==> src/rtl/gfx_expand_pkg.sv <==
package gfx_expand_pkg;

  localparam int GRAY_W = 4;
  localparam int BYTE_W = 8;
  localparam int PIX_W  = 32;

  typedef enum logic [1:0] {
    FMT_RGB15 = 2'd0,
    FMT_RGB16 = 2'd1,
    FMT_RGB24 = 2'd2,
    FMT_RGB32 = 2'd3
  } pix_fmt_e;

endpackage

==> src/rtl/gfx_color_conv.sv <==
module gfx_color_conv
  import gfx_expand_pkg::*;
(
  input  pix_fmt_e           fmt,
  input  logic [GRAY_W-1:0]  gray,
  output logic [PIX_W-1:0]   pixel
);

  logic [4:0] n5;
  logic [7:0] c8;

  // 2g + (g>>3) equals g shifted left once with its MSB appended
  assign n5 = {gray, gray[GRAY_W-1]};
  assign c8 = {gray, gray};

  always_comb begin
    unique case (fmt)
      FMT_RGB15: pixel = {17'b0, n5, n5, n5};
      FMT_RGB16: pixel = {16'b0, n5, n5, n5[4], n5};
      default:   pixel = {8'b0, c8, c8, c8};
    endcase
  end

endmodule

==> src/rtl/gfx_byte_fifo.sv <==
module gfx_byte_fifo #(
  parameter int DEPTH = 2,
  parameter int W     = 8,
  localparam int PW   = (DEPTH > 1) ? $clog2(DEPTH) : 1,
  localparam int CW   = $clog2(DEPTH + 1)
) (
  input  logic          clk,
  input  logic          rst_n,
  input  logic          push,
  input  logic [W-1:0]  wdata,
  input  logic          pop,
  output logic [W-1:0]  rdata,
  output logic [CW-1:0] count,
  output logic          empty
);

  logic [W-1:0]  slot_q [DEPTH];
  logic [PW-1:0] wp_q, wp_d, rp_q, rp_d;
  logic [CW-1:0] cnt_q, cnt_d;

  function automatic logic [PW-1:0] bump(input logic [PW-1:0] p);
    return (p == PW'(DEPTH - 1)) ? '0 : p + 1'b1;
  endfunction

  always_comb begin
    wp_d  = push ? bump(wp_q) : wp_q;
    rp_d  = pop  ? bump(rp_q) : rp_q;
    cnt_d = cnt_q + CW'(push) - CW'(pop);
  end

  always_ff @(posedge clk or negedge rst_n) begin
    if (!rst_n) begin
      wp_q  <= '0;
      rp_q  <= '0;
      cnt_q <= '0;
    end else if (push || pop) begin
      wp_q  <= wp_d;
      rp_q  <= rp_d;
      cnt_q <= cnt_d;
    end
  end

  for (genvar i = 0; i < DEPTH; i++) begin : g_slot
    logic wen;
    assign wen = push && (wp_q == PW'(i));
    always_ff @(posedge clk or negedge rst_n) begin
      if (!rst_n)   slot_q[i] <= '0;
      else if (wen) slot_q[i] <= wdata;
    end
  end

  assign rdata = slot_q[rp_q];
  assign count = cnt_q;
  assign empty = (cnt_q == '0);

endmodule

==> src/rtl/gfx_fetch_seq.sv <==
module gfx_fetch_seq #(
  parameter int ROWS      = 64,
  parameter int ROW_BYTES = 64,
  parameter int MAG       = 4,
  parameter int AW        = 12,
  localparam int CW       = (ROW_BYTES > 1) ? $clog2(ROW_BYTES) : 1,
  localparam int MW       = (MAG > 1) ? $clog2(MAG) : 1,
  localparam int RW       = (ROWS > 1) ? $clog2(ROWS) : 1
) (
  input  logic          clk,
  input  logic          rst_n,
  input  logic          start,
  input  logic          issue,
  output logic [AW-1:0] addr,
  output logic          done
);

  logic [CW-1:0] col_q, col_d;
  logic [MW-1:0] rep_q, rep_d;
  logic [RW-1:0] row_q, row_d;
  logic [AW-1:0] base_q, base_d;
  logic          done_q, done_d;
  logic          col_last, rep_last, row_last;

  assign col_last = (col_q == CW'(ROW_BYTES - 1));
  assign rep_last = (rep_q == MW'(MAG - 1));
  assign row_last = (row_q == RW'(ROWS - 1));

  always_comb begin
    col_d  = col_q;
    rep_d  = rep_q;
    row_d  = row_q;
    base_d = base_q;
    done_d = done_q;
    if (start) begin
      col_d  = '0;
      rep_d  = '0;
      row_d  = '0;
      base_d = '0;
      done_d = 1'b0;
    end else if (issue) begin
      if (col_last) begin
        col_d = '0;
        if (rep_last) begin
          rep_d  = '0;
          row_d  = row_q + 1'b1;
          base_d = base_q + AW'(ROW_BYTES);
          if (row_last) done_d = 1'b1;
        end else begin
          rep_d = rep_q + 1'b1;
        end
      end else begin
        col_d = col_q + 1'b1;
      end
    end
  end

  always_ff @(posedge clk or negedge rst_n) begin
    if (!rst_n) begin
      col_q  <= '0;
      rep_q  <= '0;
      row_q  <= '0;
      base_q <= '0;
      done_q <= 1'b1;
    end else if (start || issue) begin
      col_q  <= col_d;
      rep_q  <= rep_d;
      row_q  <= row_d;
      base_q <= base_d;
      done_q <= done_d;
    end
  end

  assign addr = base_q + AW'(col_q);
  assign done = done_q;

endmodule

==> src/rtl/gfx_pixel_seq.sv <==
module gfx_pixel_seq #(
  parameter int ROWS      = 64,
  parameter int ROW_BYTES = 64,
  parameter int MAG       = 4,
  localparam int CW       = (ROW_BYTES > 1) ? $clog2(ROW_BYTES) : 1,
  localparam int MW       = (MAG > 1) ? $clog2(MAG) : 1,
  localparam int RW       = (ROWS > 1) ? $clog2(ROWS) : 1
) (
  input  logic clk,
  input  logic rst_n,
  input  logic start,
  input  logic adv,
  output logic nib_lo,
  output logic byte_end,
  output logic sof,
  output logic eol,
  output logic frame_end
);

  logic [MW-1:0] hrep_q, hrep_d;
  logic          half_q, half_d;
  logic [CW-1:0] col_q, col_d;
  logic [MW-1:0] vrep_q, vrep_d;
  logic [RW-1:0] row_q, row_d;
  logic          hrep_last, col_last, vrep_last, row_last;

  assign hrep_last = (hrep_q == MW'(MAG - 1));
  assign col_last  = (col_q == CW'(ROW_BYTES - 1));
  assign vrep_last = (vrep_q == MW'(MAG - 1));
  assign row_last  = (row_q == RW'(ROWS - 1));

  assign byte_end  = hrep_last && half_q;
  assign eol       = byte_end && col_last;
  assign frame_end = eol && vrep_last && row_last;
  assign sof       = (hrep_q == '0) && !half_q && (col_q == '0) &&
                     (vrep_q == '0) && (row_q == '0);
  assign nib_lo    = half_q;

  always_comb begin
    hrep_d = hrep_q;
    half_d = half_q;
    col_d  = col_q;
    vrep_d = vrep_q;
    row_d  = row_q;
    if (start || (adv && frame_end)) begin
      hrep_d = '0;
      half_d = 1'b0;
      col_d  = '0;
      vrep_d = '0;
      row_d  = '0;
    end else if (adv) begin
      if (!hrep_last) begin
        hrep_d = hrep_q + 1'b1;
      end else begin
        hrep_d = '0;
        half_d = !half_q;
        if (half_q) begin
          if (!col_last) begin
            col_d = col_q + 1'b1;
          end else begin
            col_d = '0;
            if (!vrep_last) begin
              vrep_d = vrep_q + 1'b1;
            end else begin
              vrep_d = '0;
              row_d  = row_q + 1'b1;
            end
          end
        end
      end
    end
  end

  always_ff @(posedge clk or negedge rst_n) begin
    if (!rst_n) begin
      hrep_q <= '0;
      half_q <= 1'b0;
      col_q  <= '0;
      vrep_q <= '0;
      row_q  <= '0;
    end else if (start || adv) begin
      hrep_q <= hrep_d;
      half_q <= half_d;
      col_q  <= col_d;
      vrep_q <= vrep_d;
      row_q  <= row_d;
    end
  end

endmodule

==> src/rtl/gfx_gray_expander.sv <==
module gfx_gray_expander
  import gfx_expand_pkg::*;
#(
  parameter int ROWS      = 64,
  parameter int ROW_BYTES = 64,
  parameter int MAG       = 4,
  parameter int ADDR_W    = $clog2(ROWS * ROW_BYTES)
) (
  input  logic              clk,
  input  logic              rst_n,
  input  logic              redraw_req,
  input  logic [1:0]        fmt_sel,
  output logic              mem_rd,
  output logic [ADDR_W-1:0] mem_addr,
  input  logic [7:0]        mem_rdata,
  output logic              pix_valid,
  input  logic              pix_ready,
  output logic [31:0]       pix_data,
  output logic              pix_sof,
  output logic              pix_eol
);

  localparam int FIFO_DEPTH = 2;
  localparam int CNT_W      = $clog2(FIFO_DEPTH + 1);

  logic       active_q, active_d;
  logic       redraw_q, redraw_d;
  pix_fmt_e   fmt_q, fmt_d;
  logic       inflight_q;

  logic              start, issue, fire, pop, frame_done, credit_ok;
  logic              fetch_done;
  logic              fifo_push, fifo_empty;
  logic [CNT_W-1:0]  fifo_cnt;
  logic [BYTE_W-1:0] head;
  logic              nib_lo, byte_end, sof_raw, eol_raw, frame_end;
  logic [GRAY_W-1:0] gray;

  // Frame control
  assign start      = !active_q && redraw_q;
  assign credit_ok  = (int'(fifo_cnt) + int'(inflight_q)) < FIFO_DEPTH;
  assign issue      = active_q && !fetch_done && credit_ok;
  assign fire       = pix_valid && pix_ready;
  assign pop        = fire && byte_end;
  assign frame_done = fire && frame_end;
  assign fifo_push  = inflight_q;

  always_comb begin
    active_d = active_q;
    if (start)           active_d = 1'b1;
    else if (frame_done) active_d = 1'b0;
    redraw_d = redraw_req || (redraw_q && !frame_done);
    fmt_d    = start ? pix_fmt_e'(fmt_sel) : fmt_q;
  end

  always_ff @(posedge clk or negedge rst_n) begin
    if (!rst_n) begin
      active_q   <= 1'b0;
      redraw_q   <= 1'b0;
      fmt_q      <= FMT_RGB15;
      inflight_q <= 1'b0;
    end else begin
      active_q   <= active_d;
      redraw_q   <= redraw_d;
      inflight_q <= issue;
      if (start) fmt_q <= fmt_d;
    end
  end

  gfx_fetch_seq #(
    .ROWS(ROWS), .ROW_BYTES(ROW_BYTES), .MAG(MAG), .AW(ADDR_W)
  ) u_fetch (
    .clk(clk), .rst_n(rst_n), .start(start), .issue(issue),
    .addr(mem_addr), .done(fetch_done)
  );

  gfx_byte_fifo #(.DEPTH(FIFO_DEPTH), .W(BYTE_W)) u_fifo (
    .clk(clk), .rst_n(rst_n), .push(fifo_push), .wdata(mem_rdata),
    .pop(pop), .rdata(head), .count(fifo_cnt), .empty(fifo_empty)
  );

  gfx_pixel_seq #(
    .ROWS(ROWS), .ROW_BYTES(ROW_BYTES), .MAG(MAG)
  ) u_pix (
    .clk(clk), .rst_n(rst_n), .start(start), .adv(fire),
    .nib_lo(nib_lo), .byte_end(byte_end), .sof(sof_raw), .eol(eol_raw),
    .frame_end(frame_end)
  );

  assign gray = nib_lo ? head[GRAY_W-1:0] : head[BYTE_W-1:GRAY_W];

  gfx_color_conv u_conv (.fmt(fmt_q), .gray(gray), .pixel(pix_data));

  assign mem_rd    = issue;
  assign pix_valid = active_q && !fifo_empty;
  assign pix_sof   = pix_valid && sof_raw;
  assign pix_eol   = pix_valid && eol_raw;

endmodule

==> config.mk <==
export PLATFORM = sky130hd
export DESIGN_NAME = gfx_gray_expander
export DESIGN_NICKNAME = d
export VERILOG_FILES = /design/src/rtl/gfx_expand_pkg.sv /design/src/rtl/gfx_color_conv.sv /design/src/rtl/gfx_byte_fifo.sv /design/src/rtl/gfx_fetch_seq.sv /design/src/rtl/gfx_pixel_seq.sv /design/src/rtl/gfx_gray_expander.sv
export SDC_FILE = /design/constraint.sdc
export NUM_CORES = 1
export LEC_CHECK = 0
export BUFFER_PORTS_ARGS = -buffer_cell sky130_fd_sc_hd__buf_2
export CAP_MARGIN = 20
export CELL_PAD_IN_SITES_DETAIL_PLACEMENT = 0
export CELL_PAD_IN_SITES_GLOBAL_PLACEMENT = 1
export CORE_ASPECT_RATIO = 1.5
export CORE_UTILIZATION = 44
export CTS_CLUSTER_SIZE = 12
export DETAILED_ROUTE_END_ITERATION = 8
export GPL_TIMING_DRIVEN = 0
export PLACE_DENSITY_LB_ADDON = 0.3
export SLEW_MARGIN = 40
export SYNTH_ARGS = -nofsm -noshare
export SYNTH_HDL_FRONTEND = slang
export SYNTH_HIERARCHICAL = 1
export SYNTH_SLANG_ARGS = --single-unit
==> constraint.sdc <==
create_clock -name clk -period 2.75 [get_ports clk]
set_clock_uncertainty 0.2 [all_clocks]
set_input_delay 0.275 -clock clk [delete_from_list [all_inputs] [get_ports clk]]
set_output_delay 0.275 -clock clk [all_outputs]
set_load 0.01 [all_outputs]
== Yosys cells after proc, flatten, opt, wreduce, memory -nomap -nowiden ==
Cells that the tools add are included.
Operators by class
  bitwise operators: 2
  reduce and logical (&&, ||, !) cells: 57
  add/subtract/negate cells: 14
  magnitude comparators: 2
  equality and inequality tests: 8
  mux-type cells: 52
Operators by type and width (number)
  $mux W6: 18
  $mux W12: 4
  $pmux W24 S2: 1
  $mux W2: 13
  $add A6 B1 Y6 const B: 4
  $eq A6 B6 Y1 const B: 4
  $mux W8: 3
  $logic_and A1 B1 Y1: 20
  $reduce_bool A2 Y1: 10
  $add A12 B6 Y12: 1
  $add A12 B7 Y12 const B: 1
  $logic_not A6 Y1: 2
  $mux W1: 12
  $reduce_and A5 Y1: 2
  $logic_not A2 Y1: 4
  $reduce_and A2 Y1: 4
  $reduce_and A4 Y1: 2
  $add A2 B1 Y2 const B: 3
  $eq A2 B2 Y1 const B: 3
  $reduce_and A3 Y1: 2
  $reduce_and A6 Y1: 1
  $logic_not A1 Y1: 5
  $logic_or A1 B1 Y1: 5
  $mux W4: 1
  9 further kinds: 10
Word-level totals
  bits of input ports: 14
  bits in registers: 69
  output and inout port bits: 48

== Depth between registers and ports, before layout ==
  depth in word-level cells: 9
  gate-level depth with buffers: 9
  gate-level depth less buffers: 9

== Hierarchy ==
The synthesis kept the hierarchy.
By module, submodules not included
  gfx_fetch_seq: cells an instance 131, times used 1, area an instance 1239.9 µm², seq. area each 526.8 µm²
  gfx_pixel_seq: cells an instance 113, times used 1, area an instance 1029.7 µm², seq. area each 425.4 µm²
  gfx_byte_fifo: cells an instance 60, times used 1, area an instance 927.1 µm², seq. area each 500.5 µm²
  gfx_color_conv: cells an instance 48, times used 1, area an instance 322.8 µm², seq. area each 0.0 µm²
  gfx_gray_expander: cells an instance 22, times used 1, area an instance 295.3 µm², seq. area each 125.1 µm²

== Least setup slack after synthesis ==
No wires, ideal clock.
  kind: register to register
  start point: reg inflight_q (netlist: fifo_push)
  end point: reg u_fetch.base_q[11]
  slack: 0.359 ns
  path buffers: 1
  data arrival time: 2.067 ns
  data required time: 2.425 ns
  stages on the path, launching flop included: 6
  path through: dfrtp_1 -> a2111oi_2 -> buf_2 -> nand4_2 -> nor4_1 -> mux2_2
On the way
  cells in the longest elaborated chain, start to end: 5
Ends and longest elaborated chain
  from (decl): line gfx_gray_expander.sv:29  | logic inflight_q;
  from (signal assigned): line gfx_gray_expander.sv:65  | inflight_q <= issue;
  $add A2 B1 Y3 *: line gfx_gray_expander.sv:41  | assign credit_ok = (int'(fifo_cnt) + int'(inflight_q)) < FIFO_DEPTH;
  $lt A3 B2 Y1 *: line gfx_gray_expander.sv:41
  $logic_and A1 B1 Y1 *: line gfx_gray_expander.sv:42  | assign issue = active_q && !fetch_done && credit_ok;
  via mem_rd: line gfx_gray_expander.sv:13  | output logic mem_rd,
  $reduce_bool A2 Y1 (no line) / $logic_or A1 B1 Y1 (equally long branches)
  $reduce_and A4 Y1 (no line) *
  to (signal assigned): line gfx_fetch_seq.sv:69  | base_q <= base_d;
  to (decl): line gfx_fetch_seq.sv:21  | logic [AW-1:0] base_q, base_d;
Mark *: on every way through the listed nets, which the timed path passes. The rest lies on a longest branch.
A chain may end at the register's enable or synchronous reset.

== Worst setup path in the final report ==
  start point: reg inflight_q (netlist: fifo_push)
  end point: reg u_fetch.base_q[11]
On the way
  cells in the longest elaborated chain, start to end: 5
Ends and longest elaborated chain (line)
  $add A2 B1 Y3 *: gfx_gray_expander.sv:41
  $lt A3 B2 Y1 *: gfx_gray_expander.sv:41
  $logic_and A1 B1 Y1 *: gfx_gray_expander.sv:42
  $reduce_bool A2 Y1 (no line) / $logic_or A1 B1 Y1 (equally long branches)
  $reduce_and A4 Y1 (no line) *
Mark *: on every way between the ends. The rest lies on a longest branch, timed or not.

==> out/metrics.cfg <==
[critical_path]
critPathKind=reg -> reg
rrSetupSlack_ns=0.19
worstSetupStartpointType=flop
required_ns=2.76
r2r_cells=5
cp-end-kind=flop
r2r-start=fifo_push
worstPathArrival_ns=2.58
r2r-end=u_fetch/base_q[11]
path_max_fanout=9

[cts]
clk_latency_ns=0.33
numClockSinks=63
numCtsBuffers=9
cts_root_buf=clkbuf_16
htreeDepth=3
cts_tree=yes
clk_pin_slew_ns=0.05
cts_setup_buffers=0
clk_path_buf_depth=2
cts_resized=0

[global_route]
track_usage_pct=18.9
grt_overflow=0
grt_pass1_vias=2845
grt_pass1_wl_mm=13.1
antenna_found_initial=0
grt_max_degree=43

[cells_and_area]
final_common_cell=dfrtp_1
n_fill_cell=799
final_cells=570
finish.utilization_pct=55.8
syn2layout_area_growth_pct=23.0
drive_above_1_share_pct=32.2
diodes=0
mostFrequentLayoutCells=dfrtp_1 (62), buf_2 (56), inv_1 (24)
fin_nets=487

[synthesis]
syn_area_sq_mm=0.00381
synth_mux_area_share_pct=13.6
synth_xor_area_share_pct=3.90
async_flop_share_pct=100
synth_flop_cell=dfrtp_1
synth.avg_cell_area_sq_um=10.2
synth_top_family_by_area=simple AND/OR/NAND/NOR gates
syn_inst=374
yosysWarnings=6
synth_fa_ha_area_share_pct=4.92
seq_area_frac_synth_pct=41.4
ys_ff_latch=63
synth-compound-area-share_pct=9.35
yosys.area_share.simple_pct=18.8
post_synth_num_cell_types=60
synth_edf_count=0

[route]
dr.pass1.iters=4
drcViolationCount=0
drt-wirelength-per-cell_um=13.9
drt_wl_total_mm=7.92
antenna_left=0
vias_per_cell=5.19
num_vias=2961
drtIter0Drc=75

[power_and_ir_drop]
p_seq_share_pct=30.8
leakage_uw=0.00221
irDropWorstVdd_mv=0.540
power_frac_comb_pct=44.5
swShare_pct=36.0
power.internal_uw=2990
clockPowerShare_pct=24.7
switchingPower_uw=1680
pwr_density_cell_mw_per_mm2=993

[place]
io_buffers=53
globalplace.congestion=0.771
dp.cells=542
dp_hpwl_mm=5.65

[hold_path]
min_to=redraw_q
hp-class=in -> reg
hold_start=pix_ready
hold_depth=3

[timing]
finalCritPeriodShare_pct=93.2
setup_viol=0
maxSlewViolCount=0
hold_viol_final=0
slew_headroom_pct=62.7
fin_crit_ns=2.56
setup_tns_ns=0
clock.fmax_mhz=390
grt_setup_unrepaired=false
worst_slew_pin_slew_ns=0.560

[floorplanning]
core-area_sq_mm=0.00841
die-area_sq_mm=0.00905
placement_rows=41
ios=62
fp.dieW_um=78.0
die_h_um=116
initial_core_util_pct=45.3

[run_status]
status=complete, no violations

[run]
cap_violations=0

-- what timing repair did --
item | CTS | global route
hold buffers | 12 | 0
endpoints found under the hold margin | 79 | 0
endpoints found under the setup margin | 0 | 0
-- cell usage after synthesis, types with 9 or more instances --
| master | n | area share (%) |
|---|---|---|
| mux2_2 | 23 | 6.8 |
| ha_1 | 15 | 4.9 |
| nand2_1 | 20 | 2.0 |
| xor2_1 | 10 | 2.3 |
| buf_4 | 16 | 3.1 |
| dfrtp_1 | 62 | 41 |
| mux2_4 | 12 | 4.7 |
| o21ai_0 | 16 | 2.1 |
| a21oi_1 | 23 | 3.0 |
| nor2_1 | 17 | 1.7 |
| clkbuf_1 | 9 | 0.89 |
| nand3_1 | 18 | 2.4 |
| inv_1 | 24 | 2.4 |
-- power by group through the flow --
stage / combinational [uW] / clock (uW) / sequential [uW]
6_report: 2070 / 1150 / 1440
5_1_grt: 2310 / 1230 / 1480
3_5_place_dp: 2080 / 0 / 1450
2_1_floorplan: 1510 / 0 / 1390
4_1_cts: 2100 / 1180 / 1440
3_3_place_gp: 2050 / 0 / 1440
-- kinds of logic (layout without fill, tap and decap cells) --
kind of cell	Yosys count	after routing
flops	63	63
compound gates	58	58
xor+xnor	17	17
mux	43	43
other cells	2	9
simple gates	118	118
buf+inv	58	140
fa+ha+maj	15	15
-- how the worst max path moves through the flow --
stage	start	end	slack [ns]	cells after the start
6_report	fifo_push	u_fetch/base_q[11]	0.19	5
4_1_cts	fifo_push	u_fetch/base_q[11]	0.15	5
2_1_floorplan	fifo_push	u_fetch/base_q[11]	0.36	5
3_5_place_dp	fifo_push	u_fetch/row_q[5]	0.18	5
5_1_grt	fifo_push	u_fetch/row_q[5]	0.01	5
3_3_place_gp	fifo_push	u_fetch/base_q[11]	0.19	5
-- critical path, cell delays in order, from the launching register on --
cell	delay, ns
dfrtp_1	0.46
a2111oi_2	0.53
buf_2	0.30
nand4_2	0.21
nor4_1	0.39
mux2_2	0.37
-- layout make-up --
| type | instances | area [sq um] | area share (%) |
|---|---|---|---|
| clock buffer | 11 | 253 | 5.39 |
| sequential | 63 | 1580 | 33.6 |
| inverter | 25 | 93.8 | 2.00 |
| buffer | 33 | 205 | 4.37 |
| timing repair buffer | 66 | 408 | 8.69 |
| tap | 107 | 134 | 2.85 |
| multi-input combinational | 260 | 1960 | 41.9 |
| clock inverter | 5 | 56.3 | 1.20 |
-- per-stage QoR --
| step | setup WS (ns) | total power, uW | cell area (sq um) | hold WS, ns |
|---|---|---|---|---|
| after floorplan | 0.359 | 2900 | 3840 | -0.221 |
| after global placement | 0.192 | 3490 | 4240 | 0.255 |
| after detailed placement | 0.180 | 3530 | 4260 | -0.00748 |
| after CTS | 0.149 | 4720 | 4690 | 0.109 |
| after global routing | 0.0144 | 5020 | 4690 | 0.141 |
| final | 0.186 | 4660 | 4690 | 0.119 |
-- flip-flops by register name, summed over array words and instances, names as in the netlist, 6 cells and up --
register	count
u_fifo/slot_q	16
u_fetch/row_q	6
u_fetch/base_q	6
u_fetch/col_q	6
u_pix/col_q	6
u_pix/row_q	6
-- routing by layer --
metal	global-route usage, %	share of wire, %	up-vias
met2	33.5	52	48
met4	8.52	2.2	0
met3	4.57	3.2	14
met5	0	0	-
li1	-	-	1473
met1	21.6	43	1426
No activity file was read; power rests on OpenSTA's default activity.
